File: src/rtl/stbus_pkg.sv
package stbus_pkg;

  // Frame timebase: 2**FRAME_BITS master cycles per 8 kHz frame.
  localparam int FRAME_BITS = 12;
  localparam int FRAME_LEN  = 1 << FRAME_BITS;

  // Number of binary-divided bit clocks.
  localparam int NUM_DIV = 4;

  // Strobe slots, in the order used by the shaper generate loop.
  typedef enum int {
    SLOT_NARROW = 0,
    SLOT_DOUBLE = 1,
    SLOT_QUAD   = 2,
    SLOT_OCTAL  = 3,
    SLOT_RX     = 4,
    SLOT_TX     = 5,
    SLOT_MARK   = 6
  } fp_slot_e;

  localparam int NUM_FP = 7;

  // Polarity per slot: 1 means active low.
  function automatic bit slot_active_low(int slot);
    case (slot)
      SLOT_NARROW, SLOT_DOUBLE, SLOT_OCTAL: return 1'b1;
      default:                              return 1'b0;
    endcase
  endfunction

  // Width per slot, selected from the parameter values passed in.
  function automatic int slot_width(int slot, int w_narrow, int w_double,
                                    int w_quad, int w_octal, int w_sync);
    case (slot)
      SLOT_NARROW: return w_narrow;
      SLOT_DOUBLE: return w_double;
      SLOT_QUAD:   return w_quad;
      SLOT_OCTAL:  return w_octal;
      SLOT_RX:     return w_sync;
      SLOT_TX:     return w_sync;
      default:     return 1;
    endcase
  endfunction

endpackage

File: src/rtl/stbus_frame_ctr.sv
module stbus_frame_ctr #(
  parameter int CNT_W = stbus_pkg::FRAME_BITS
) (
  input  logic             clk,
  input  logic             rst,
  output logic [CNT_W-1:0] cnt_nxt
);

  logic [CNT_W-1:0] cnt_q;

  // The counter parks at its top value during reset, so the first edge
  // after release moves it to zero and starts a frame.
  always_ff @(posedge clk) begin
    if (rst) cnt_q <= '1;
    else     cnt_q <= cnt_nxt;
  end

  assign cnt_nxt = cnt_q + 1'b1;

endmodule

File: src/rtl/stbus_clk_div.sv
module stbus_clk_div #(
  parameter int NUM_DIV = stbus_pkg::NUM_DIV
) (
  input  logic               clk,
  input  logic               rst,
  input  logic [NUM_DIV-1:0] cnt_low_nxt,
  output logic [NUM_DIV-1:0] bclk
);

  // Clock i is high while counter bit i is zero, so it rises at count zero.
  for (genvar i = 0; i < NUM_DIV; i++) begin : g_div
    always_ff @(posedge clk) begin
      if (rst) bclk[i] <= 1'b0;
      else     bclk[i] <= ~cnt_low_nxt[i];
    end
  end

endmodule

File: src/rtl/stbus_pulse_shaper.sv
module stbus_pulse_shaper #(
  parameter int CNT_W      = stbus_pkg::FRAME_BITS,
  parameter int WIDTH      = 1,
  parameter bit ACTIVE_LOW = 1'b0
) (
  input  logic             clk,
  input  logic             rst,
  input  logic [CNT_W-1:0] cnt_nxt,
  output logic             pulse_o
);

  localparam logic [CNT_W:0] LIMIT = (CNT_W + 1)'(WIDTH);
  localparam logic           IDLE  = ACTIVE_LOW;

  logic in_window;

  // Active while the upcoming count falls in [0, WIDTH).
  assign in_window = ({1'b0, cnt_nxt} < LIMIT);

  always_ff @(posedge clk) begin
    if (rst) pulse_o <= IDLE;
    else     pulse_o <= in_window ^ IDLE;
  end

endmodule

File: src/rtl/stbus_timing_gen.sv
module stbus_timing_gen #(
  parameter int CNT_W    = stbus_pkg::FRAME_BITS,
  parameter int W_NARROW = 1,
  parameter int W_DOUBLE = 2,
  parameter int W_QUAD   = 4,
  parameter int W_OCTAL  = 8,
  parameter int W_SYNC   = 16
) (
  input  logic clk,
  input  logic rst,
  output logic bclk_16m,
  output logic bclk_8m,
  output logic bclk_4m,
  output logic bclk_2m,
  output logic fp_narrow_n,
  output logic fp_double_n,
  output logic fp_quad,
  output logic fp_octal_n,
  output logic rx_sync,
  output logic tx_sync,
  output logic frame_mark
);

  import stbus_pkg::*;

  localparam int DIVS = NUM_DIV;

  logic [CNT_W-1:0]  cnt_nxt;
  logic [DIVS-1:0]   bclk_vec;
  logic [NUM_FP-1:0] fp_vec;

  stbus_frame_ctr #(.CNT_W(CNT_W)) u_ctr (
    .clk     (clk),
    .rst     (rst),
    .cnt_nxt (cnt_nxt)
  );

  stbus_clk_div #(.NUM_DIV(DIVS)) u_div (
    .clk         (clk),
    .rst         (rst),
    .cnt_low_nxt (cnt_nxt[DIVS-1:0]),
    .bclk        (bclk_vec)
  );

  for (genvar s = 0; s < NUM_FP; s++) begin : g_fp
    stbus_pulse_shaper #(
      .CNT_W      (CNT_W),
      .WIDTH      (slot_width(s, W_NARROW, W_DOUBLE, W_QUAD, W_OCTAL, W_SYNC)),
      .ACTIVE_LOW (slot_active_low(s))
    ) u_shp (
      .clk     (clk),
      .rst     (rst),
      .cnt_nxt (cnt_nxt),
      .pulse_o (fp_vec[s])
    );
  end

  assign bclk_16m    = bclk_vec[0];
  assign bclk_8m     = bclk_vec[1];
  assign bclk_4m     = bclk_vec[2];
  assign bclk_2m     = bclk_vec[3];
  assign fp_narrow_n = fp_vec[SLOT_NARROW];
  assign fp_double_n = fp_vec[SLOT_DOUBLE];
  assign fp_quad     = fp_vec[SLOT_QUAD];
  assign fp_octal_n  = fp_vec[SLOT_OCTAL];
  assign rx_sync     = fp_vec[SLOT_RX];
  assign tx_sync     = fp_vec[SLOT_TX];
  assign frame_mark  = fp_vec[SLOT_MARK];

endmodule

File: config.mk
export PLATFORM = sky130hd
export DESIGN_NAME = stbus_timing_gen
export DESIGN_NICKNAME = d
export VERILOG_FILES = /design/src/rtl/stbus_pkg.sv /design/src/rtl/stbus_frame_ctr.sv /design/src/rtl/stbus_clk_div.sv /design/src/rtl/stbus_pulse_shaper.sv /design/src/rtl/stbus_timing_gen.sv
export SDC_FILE = /design/constraint.sdc
export NUM_CORES = 1
export LEC_CHECK = 0
export ABC_AREA = 1
export BUFFER_PORTS_ARGS = -buffer_cell sky130_fd_sc_hd__buf_2
export CORE_ASPECT_RATIO = 0.75
export CORE_MARGIN = 3
export CORE_UTILIZATION = 40
export CTS_BUF_LIST = sky130_fd_sc_hd__clkbuf_4
export CTS_CLUSTER_DIAMETER = 40
export DETAILED_ROUTE_END_ITERATION = 6
export HOLD_SLACK_MARGIN = 0.1
export SKIP_LAST_GASP = 1
export SLEW_MARGIN = 20
export SYNTH_ARGS = -nofsm -noshare
export SYNTH_HDL_FRONTEND = slang
export SYNTH_SLANG_ARGS = --single-unit
File: constraint.sdc
create_clock -name clk -period 2.2 [get_ports clk]
set_clock_uncertainty 0.05 [all_clocks]
set_input_delay 0 -clock clk [delete_from_list [all_inputs] [get_ports clk]]
set_output_delay 0 -clock clk [all_outputs]
set_load 0.005 [all_outputs]
After elaboration in Yosys (flattened, before gate mapping)
Cells that the tools add are included.
{"block": "word_totals", "regBits": 22, "output_inout_bits": 11, "wordCells": 24}
{"block": "op_classes", "n_addsub": 1, "order_cmp": 5, "bitwise": 7}
{"op": "12-bit by 1-bit adder with 12-bit output (second input constant)", "n": 1}
{"op": "12-bit by 1-bit < comparator with 1-bit output (second input constant)", "n": 1}
{"op": "12-bit by 2-bit < comparator with 1-bit output (second input constant)", "n": 1}
{"op": "12-bit by 3-bit < comparator with 1-bit output (second input constant)", "n": 1}
{"op": "12-bit by 4-bit < comparator with 1-bit output (second input constant)", "n": 1}
{"op": "12-bit by 5-bit < comparator with 1-bit output (second input constant)", "n": 1}
{"op": "1-bit NOT", "n": 7}

Depth between registers and ports, before layout
Gate-level depths: netlist of run 1.
{"block": "logic_depth", "depth_word": 3, "mapped_depth": 10, "depth_no_buf": 10}

Hierarchy
A second synthesis of run 1 with hierarchy kept.
{"block": "hier_totals", "cells_unflattened": 174, "hier_area_um2": 1131.1}
{"module": "stbus_frame_ctr", "n_inst": 1, "cells_each": 77, "area_each_um2": 569.3}
{"module": "stbus_pulse_shaper (g_fp[4].u_shp ...)", "n_inst": 2, "cells_each": 9, "area_each_um2": 51.3}
{"module": "stbus_clk_div", "n_inst": 1, "cells_each": 8, "area_each_um2": 95.1}
{"module": "stbus_pulse_shaper (g_fp[6].u_shp)", "n_inst": 1, "cells_each": 18, "area_each_um2": 87.6}
{"module": "stbus_pulse_shaper (g_fp[2].u_shp)", "n_inst": 1, "cells_each": 17, "area_each_um2": 82.6}
{"module": "stbus_pulse_shaper (g_fp[0].u_shp)", "n_inst": 1, "cells_each": 14, "area_each_um2": 71.3}
{"module": "stbus_pulse_shaper (g_fp[1].u_shp)", "n_inst": 1, "cells_each": 12, "area_each_um2": 63.8}
{"module": "stbus_pulse_shaper (g_fp[3].u_shp)", "n_inst": 1, "cells_each": 10, "area_each_um2": 58.8}

Least setup slack after synthesis of run 1
OpenSTA, ideal clock, no wires.
{"block": "synth_path", "path_type": "flip-flop to flip-flop", "start": "register u_ctr.cnt_q[0]", "end": "register g_fp[6].u_shp.pulse_o", "setup_ps": 62, "t_arrival_ps": 1322, "setup_slack_ps": 766, "path_stages_with_launch": 9, "n_path_buf": 0, "path_cell_list": "dfxtp_1 -> ha_1 -> nand2_1 -> nor2_2 -> xnor2_1 -> nand2_1 -> nor2_4 -> nand3_2 -> nor2_2"}
{"block": "synth_via", "elab_chain_cells": 2}
{"element": "start, declared", "line_no": "stbus_frame_ctr.sv:9", "text": "logic [CNT_W-1:0] cnt_q;"}
{"element": "start signal, assigned", "line_no": "stbus_frame_ctr.sv:15", "text": "else cnt_q <= cnt_nxt;"}
{"element": "12-bit by 1-bit adder with 12-bit output", "line_no": "stbus_frame_ctr.sv:18", "text": "assign cnt_nxt = cnt_q + 1'b1;"}
{"element": "12-bit by 1-bit < comparator with 1-bit output", "line_no": "stbus_pulse_shaper.sv:18", "text": "assign in_window = ({1'b0, cnt_nxt} < LIMIT);"}
{"element": "end signal, assigned", "line_no": "stbus_pulse_shaper.sv:22", "text": "else pulse_o <= in_window ^ IDLE;"}
{"element": "end, declared", "line_no": "stbus_pulse_shaper.sv:9", "text": "output logic pulse_o"}
Every way passes these cells.
A chain may end at the register's enable or synchronous reset.

Worst setup path after layout of run 1
Ends and elaborated chain as after synthesis.

==> results of run 1 <==
[routing by layer]
metal  share of wire  wire [microns]
met4           0.014              22
met5               0               0
met2            0.40             613
met3           0.057              89
met1            0.53             824
[worst reg2reg max path, cell delays in order, from the launching register on]
cell	delay (ns)
dfxtp_1	0.41
ha_1	0.22
nand2_1	0.08
nor2_2	0.17
xnor2_1	0.16
nand2_1	0.13
nor2_4	0.15
nand3_2	0.10
nor2_2	0.08
[final cells by class]
class | count | area [sq um] | share of cell area
Inverter | 15 | 56.3 | 0.0545
Timing Repair Buffer | 13 | 70.1 | 0.0679
Multi-Input combinational cell | 73 | 413 | 0.400
Clock buffer | 3 | 22.5 | 0.0218
Tap cell | 24 | 30.0 | 0.0291
Sequential cell | 22 | 440 | 0.427
[final timing paths]
path	start	end	slack, ns	cells after the start
worst max-delay path	u_ctr.cnt_q[0]$_SDFF_PP1_	g_fp[6].u_shp.pulse_o$_SDFF_PP0_	0.62	8
worst min-delay path	rst	g_fp[5].u_shp.pulse_o$_SDFF_PP0_	0.39	3
worst max register to register	u_ctr.cnt_q[0]$_SDFF_PP1_	g_fp[6].u_shp.pulse_o$_SDFF_PP0_	0.62	8
worst min register to register	u_ctr.cnt_q[9]$_SDFF_PP1_	u_ctr.cnt_q[9]$_SDFF_PP1_	0.50	2
[cell families after synthesis]
family          after synthesis  synth area share
xor+xnor                      4            0.0382
buf+inv                      16            0.0696
flops                        22             0.480
simple gates                 66             0.379
fa+ha+maj                     2            0.0273
compound gates                1           0.00545
[power by group]
group          total (mW)  switching [mW]  internal (mW)
sequential          0.518          0.0578          0.460
clock               0.172           0.108         0.0639
combinational       0.353           0.224          0.129
[cells in the final DEF, fill, tap and decap left out]
master,Yosys,routed
buf_2,0,12
clkbuf_4,0,3
clkinv_1,1,1
dfxtp_1,22,22
dlygate4sd3_1,0,1
ha_1,2,2
inv_1,14,14
nand2_1,30,30
nand2_2,3,3
nand3_1,9,9
nand3_2,4,4
nand3b_1,1,1
nand4_1,3,3
nor2_1,8,8
nor2_2,3,3
nor2_4,5,5
o21ai_1,1,1
xnor2_1,1,1
xor2_1,3,3
[flip-flops by register name, summed over array words and instances, names as in the netlist]
| register | cells |
|---|---|
| u_ctr.cnt_q | 12 |
| g_fp.u_shp.pulse_o | 6 |
| u_div.bclk | 4 |
==> metrics.md, run 1 <==
| Metric | Value |
|---|---|
| DR pass1 iterations | `4` |
| Vias | `688` |
| Hold slack | `0.393 ns` |
| Final worst slack | `0.623 ns` |
| CTS Sinks | `22` |
| Async SR Flop Fraction | `0` |
| Area grow syn2layout | `12.6%` |
| Starting Density | `0.440` |
| Iteration-0 DRC Markers | `13` |
| Dominant cell type by area after synthesis | `dfxtp_1` |
| Final Util | `0.495` |
| Synth warn | `0` |
| # setup viols final | `0` |
| Clk buf depth | `2` |
| Finished layout cell area | `1030 sq um` |
| Port bufs | `12` |
| GR Layer Usage met1 | `0.179` |
| GR peak layer | `met1` |
| Lkg Pwr | `0.531 nW` |
| Power Dens Cells | `1010 nW/um^2` |
| Routed WL | `1550 microns` |
| WL/cell | `10.3 microns` |
| # resized after CTS | `0` |
| RSZ-0062 raised after global routing | `no` |
| WP data arrival | `1.78 ns` |
| CTS Buf Count | `3` |
| Slowest stage cell, crit path | `dfxtp_1` |
| Clk slew on worst S/H paths | `0.11 ns` |
| Setup bufs post-CTS | `0` |
| Crit Path Class | `flip-flop to flip-flop` |
| Max-cap violations | `0` |
| Hold crit path type | `primary input to flip-flop` |
| # hold bufs at CTS | `1` |
| Most common cell in the synthesized netlist | `nand2_1` |
| Fraction of layout cells with a size suffix above 1 | `0.238` |
| Tot Pwr | `1.04 mW` |
| First-pass GRT wire length | `2560 microns` |
| Die area | `2910 sq um` |
| Met3 usage | `0.0512` |
| Largest cells by area after synthesis | `dfxtp_1 48%, nand2_1 12%, nor2_4 6.1%` |
| Synth Instances | `111` |
| Ys flop type | `dfxtp_1` |
| GRT met2 Usage | `0.160` |
| Worst-margin pin slew | `0.289 ns` |
| CP Launch Type | `flip-flop` |
| Synth cell types | `17` |
| Slowest stage delay, CP | `0.41 ns` |
| Final Cycle Share | `0.717` |
| Maximum net fanout on the critical path | `5` |
| DP Area | `1000 sq um` |
| CP top delay family | `simple AND/OR/NAND/NOR gates` |
| Post-Syn Area | `917 sq um` |
| Gr ovfl total | `0` |
| Initial antenna violation count | `0` |
| Syn nets | `115` |
| CP Capture Type | `flip-flop` |
| Placed Cells | `146` |
| Post-synth EDFFs | `0` |
| Via count of the first global-routing pass | `568` |
| Crit path time final | `1.58 ns` |
| CP Buf/Inv Count | `0` |
| Nets | `132` |
| Final Max Tran Viols | `0` |
| Fill cells | `209` |
| VDD IR max | `0.395 mV` |
| Detailed placer's ending HPWL | `1240 microns` |
| Syn_area_per_cell | `8.26 sq um` |
| Post-synthesis register bit count | `22` |
| Yosys top cell area share | `0.480` |
| Final Hold Viols | `0` |
| Max frequency | `0.634 GHz` |
| TritonCTS clock tree | `yes` |
| I/O pin count | `13` |
| Core ar. | `2080 sq um` |
| Worst Path Required | `2.40 ns` |
| Status | `completed` |
| Root Driver | `clkbuf_4` |
| Fin Setup TNS | `0 ns` |
| Finished Layout Cells | `150` |
| Post-synthesis sequential area ratio | `0.480` |
| Slew headroom | `0.807` |
| Drc violations | `0` |
| GRT Util Overall | `0.124` |
| Die Wd | `61.3 microns` |
| Worst skew pair latency | `0.30 ns` |
| ANT nets after route | `0` |
| Worst-path cell chain | `ha_1 > nand2_1 > nor2_2 > xnor2_1 > nand2_1 > nor2_4 > nand3_2 > nor2_2` |
| Worst slack at placement | `0.635 ns` |
| Vias per std cell | `4.59` |
| Largest net degree at the start of global routing | `12` |
| Antenna Cells | `0` |
| H-Tree Depth | `1` |
| Die Y-Extent | `47.5 microns` |
| Rows | `14` |
| Gpl congestion | `0.778` |
| Synth cell count leaders | `30 x nand2_1, 22 x dfxtp_1, 14 x inv_1, 9 x nand3_1, 8 x nor2_1` |
Note: power is estimated with default switching activity, not from simulation.
==> inputs of run 2 (changes only) <==
ABC_AREA = 0   (was 1)
clock period = 1.4 ns   (was 2.2 ns; I/O delays follow)
==> run 2 against run 1 <==
- the flow now finishes with violations (setup timing)
- sequential cell count did not move
- sequential power rose by 64%
- hold slack improved by 0.10 ns
- global-route usage rose by 5.6 points
- worst setup slack got worse by 1.1 ns
- clock power rose by 66%
==> metrics.md, run 2 <==
| Metric | Value |
|---|---|
| Yosys top cell area share | `0.486 (+0.00597)` |
| Biggest regs | `u_ctr.cnt_q (12), g_fp.u_shp.pulse_o (6), u_div.bclk (4)` |
| Compound-gate portion of the synthesized area | `0.0470 (+0.0415)` |
| Most flops, register | `u_ctr.cnt_q` |
| VDD IR max | `0.941 mV (+140%)` |
| Die area | `2880 sq um (-1.1%)` |
| XOR/XNOR Fraction of Synth Area | `0.0967 (+0.0585)` |
| Maximum net fanout on the critical path | `6 (+1)` |
| Largest family of logic cells by synthesized area | `simple AND/OR/NAND/NOR gates` |
| DR pass1 iterations | `4 (unchanged)` |
| Iteration-0 DRC Markers | `46 (+33)` |
| Synth Instances | `97 (-13%)` |
| Final Max Tran Viols | `0 (unchanged)` |
| Post-synthesis sequential area ratio | `0.486 (+0.00597)` |
| Dominant cell type by area after synthesis | `dfxtp_1` |
| Highest routed metal layer | `met4` |
| # setup viols final | `11 (+11)` |
| TritonCTS clock tree | `yes` |
| Status | `finished, violations left` |
| Most common cell after layout, fill and taps aside | `buf_4` |
| Worst Path Required | `1.55 ns (-0.85 ns)` |
| Synth Area in Adders | `0.0276 (+0.000339)` |
| Crit path time final | `1.87 ns (+0.290 ns)` |
| Max-cap violations | `0 (unchanged)` |
| Root Driver | `clkbuf_4` |
| CP Launch Type | `flip-flop` |
| Starting Density | `0.438 (-0.00172)` |
| RSZ-0062 raised after global routing | `yes` |
| GRT Util Overall | `0.180 (+0.0563)` |
| Vias per std cell | `5.25 (+14%)` |
| Final worst slack | `-0.467 ns (-1.09 ns)` |
| Final Hold Viols | `0 (unchanged)` |
| Most frequent cells in the layout | `33 x buf_4, 15 x dfxtp_1, 12 x buf_2` |
| I/O pin count | `13 (unchanged)` |
| WL met1 | `1110 microns (+35%)` |
| Synth cell types | `30 (+13)` |
| DR WL met2 | `1290 microns (+110%)` |
| Tot Pwr | `2.46 mW (+140%)` |
| Max reg flops | `12 (unchanged)` |
| Die Wd | `61.0 microns (-0.55%)` |
| H-Tree Depth | `1 (unchanged)` |
| Max frequency | `0.535 GHz (-16%)` |
| Met3 WL | `157 microns (+76%)` |
| Rows | `14 (unchanged)` |
| Post-synth EDFFs | `0 (unchanged)` |
| ANT nets after route | `0 (unchanged)` |
| Post-Synth Simple-Gate Area | `0.260 (-0.120)` |
| Gr ovfl total | `0 (unchanged)` |
| Antenna Cells | `0 (unchanged)` |
| Ys flop type | `dfxtp_1` |
| Slew headroom | `0.778 (-0.0297)` |
| Clk buf depth | `2 (unchanged)` |
| Syn nets | `101 (-12%)` |
| Syn_area_per_cell | `9.34 sq um (+13%)` |
| Lkg Pwr | `0.649 nW (+22%)` |
| Gpl congestion | `0.851 (+9.4%)` |
| Core ar. | `2070 sq um (-0.84%)` |
| Nets | `151 (+14%)` |
| Post-Syn Area | `906 sq um (-1.2%)` |
| Largest cells by area after synthesis | `dfxtp_1 49%, xnor2_1 5.8%, nand2b_1 4.8%` |
| Largest net degree at the start of global routing | `13 (+1)` |
| Fraction of layout cells with a size suffix above 1 | `0.562 (+0.324)` |
| Failing checks | `setup timing` |
| Async SR Flop Fraction | `0 (unchanged)` |
| Vias | `892 (+30%)` |
| Power Dens Cells | `1710 nW/um^2 (+69%)` |
| Via count of the first global-routing pass | `797 (+40%)` |
| Clk slew on worst S/H paths | `0.11 ns (about the same)` |
| Post-synthesis register bit count | `22 (unchanged)` |
| Hold crit path type | `primary input to flip-flop` |
| Fill cells | `158 (-24%)` |
| CTS Buf Count | `3 (unchanged)` |
| Final Cycle Share | `1.33 (+0.617)` |
| CTS Sinks | `22 (unchanged)` |
| WL/cell | `15.7 microns (+52%)` |
| Fin Setup TNS | `-2.95 ns (-2.95 ns)` |
| First-pass GRT wire length | `3690 microns (+44%)` |
| Mux share of post-synthesis cell area | `0.0110 (+0.0110)` |
| Worst-margin pin slew | `0.332 ns (+0.0438 ns)` |
| Worst skew pair latency | `0.31 ns (about the same)` |
| WP data arrival | `2.01 ns (+0.23 ns)` |
| Initial antenna violation count | `0 (unchanged)` |
| Detailed placer's ending HPWL | `1470 microns (+18%)` |
| Die Y-Extent | `47.2 microns (-0.54%)` |
| Drc violations | `0 (unchanged)` |
| Routed WL | `2670 microns (+72%)` |
| CP Capture Type | `flip-flop` |
| Worst slack at placement | `-0.467 ns (-1.10 ns)` |
| Most common cell in the synthesized netlist | `dfxtp_1` |
| Port bufs | `12 (unchanged)` |
| Crit Path Class | `flip-flop to flip-flop` |
| Synth cell count leaders | `22 x dfxtp_1, 7 x nand2b_1, 7 x nor2_1, 6 x inv_1, 6 x xnor2_1` |
| Synth warn | `0 (unchanged)` |
| Area grow syn2layout | `59.1%` |
## run 2: stage by stage
| step | instances | hold slack, ns | instance area [sq um] | util |
|---|---|---|---|---|
| CTS | 165 | 0.479 | 1310 | 0.634 |
| global route | 170 | 0.519 | 1440 | 0.697 |
| global placement | 156 | 0.280 | 1190 | 0.575 |
| detailed placement | 156 | 0.283 | 1190 | 0.575 |
| finish | 170 | 0.496 | 1440 | 0.697 |
| floorplan | 97 | 0.0391 | 923 | - |
## run 2: worst paths after layout
path	depth (start not counted)	startpoint	to	slack (ns)
setup / recovery	4	u_ctr.cnt_q[6]$_SDFF_PP1_	g_fp[1].u_shp.pulse_o$_SDFF_PP1_	-0.47
hold / removal	4	rst	u_div.bclk[3]$_SDFF_PP0_	0.50
setup reg to reg	4	u_ctr.cnt_q[6]$_SDFF_PP1_	g_fp[1].u_shp.pulse_o$_SDFF_PP1_	-0.47
hold reg to reg	1	u_ctr.cnt_q[0]$_SDFF_PP1_	u_div.bclk[0]$_SDFF_PP0_	0.50
## run 2: cell type report
type | instances | area, sq um | share of cell area
multi-input cells | 62 | 531 | 0.368
flip-flops and latches | 22 | 454 | 0.315
repair buffers | 51 | 374 | 0.260
well taps | 24 | 30.0 | 0.0208
inverters | 7 | 26.3 | 0.0182
clock buffers | 3 | 22.5 | 0.0156
clock inverters | 1 | 3.75 | 0.00260
## run 2: logic make-up (layout without fill, tap and decap cells)
| group | count (synthesis) | in the layout |
|---|---|---|
| AOI/OAI and AO/OA | 7 | 7 |
| xor gates and xnor gates | 10 | 10 |
| adders and majority gates | 2 | 2 |
| buffers and inverters | 13 | 62 |
| DFF | 22 | 22 |
| muxes | 1 | 1 |
| and+or+nand+nor | 42 | 42 |
## run 2: worst max-delay path: stages, from the launching register on
cell,delay (ns)
dfxtp_4,0.38
or4_1,0.51
a31oi_1,0.19
nand4_2,0.14
or4_1,0.48
## run 2: where the power goes
| part | total (mW) | switching [mW] | internal [mW] | leakage [nW] |
|---|---|---|---|---|
| Sequential | 0.847 | 0.109 | 0.739 | 0.180 |
| Combinational | 1.33 | 0.627 | 0.703 | 0.453 |
| Clock | 0.285 | 0.180 | 0.104 | 0.0154 |
| Total | 2.46 | 0.916 | 1.55 | 0.649 |
## run 2: repair_timing
| action | CTS | global route |
|---|---|---|
| buffers inserted | 4 | 5 |
| pin swaps | 7 | 6 |
| setup endpoints to repair | 10 | 12 |
| hold buffers | 1 | 0 |
| resized for setup | 17 | 19 |
| hold endpoints to repair | 18 | 0 |
| gates cloned | 0 | 0 |
## run 2: metal layers
layer,vias to the layer above,track usage
li1,426,-
met2,36,0.303
met3,11,0.0549
met4,0,0.0433
met1,419,0.230
met5,-,0
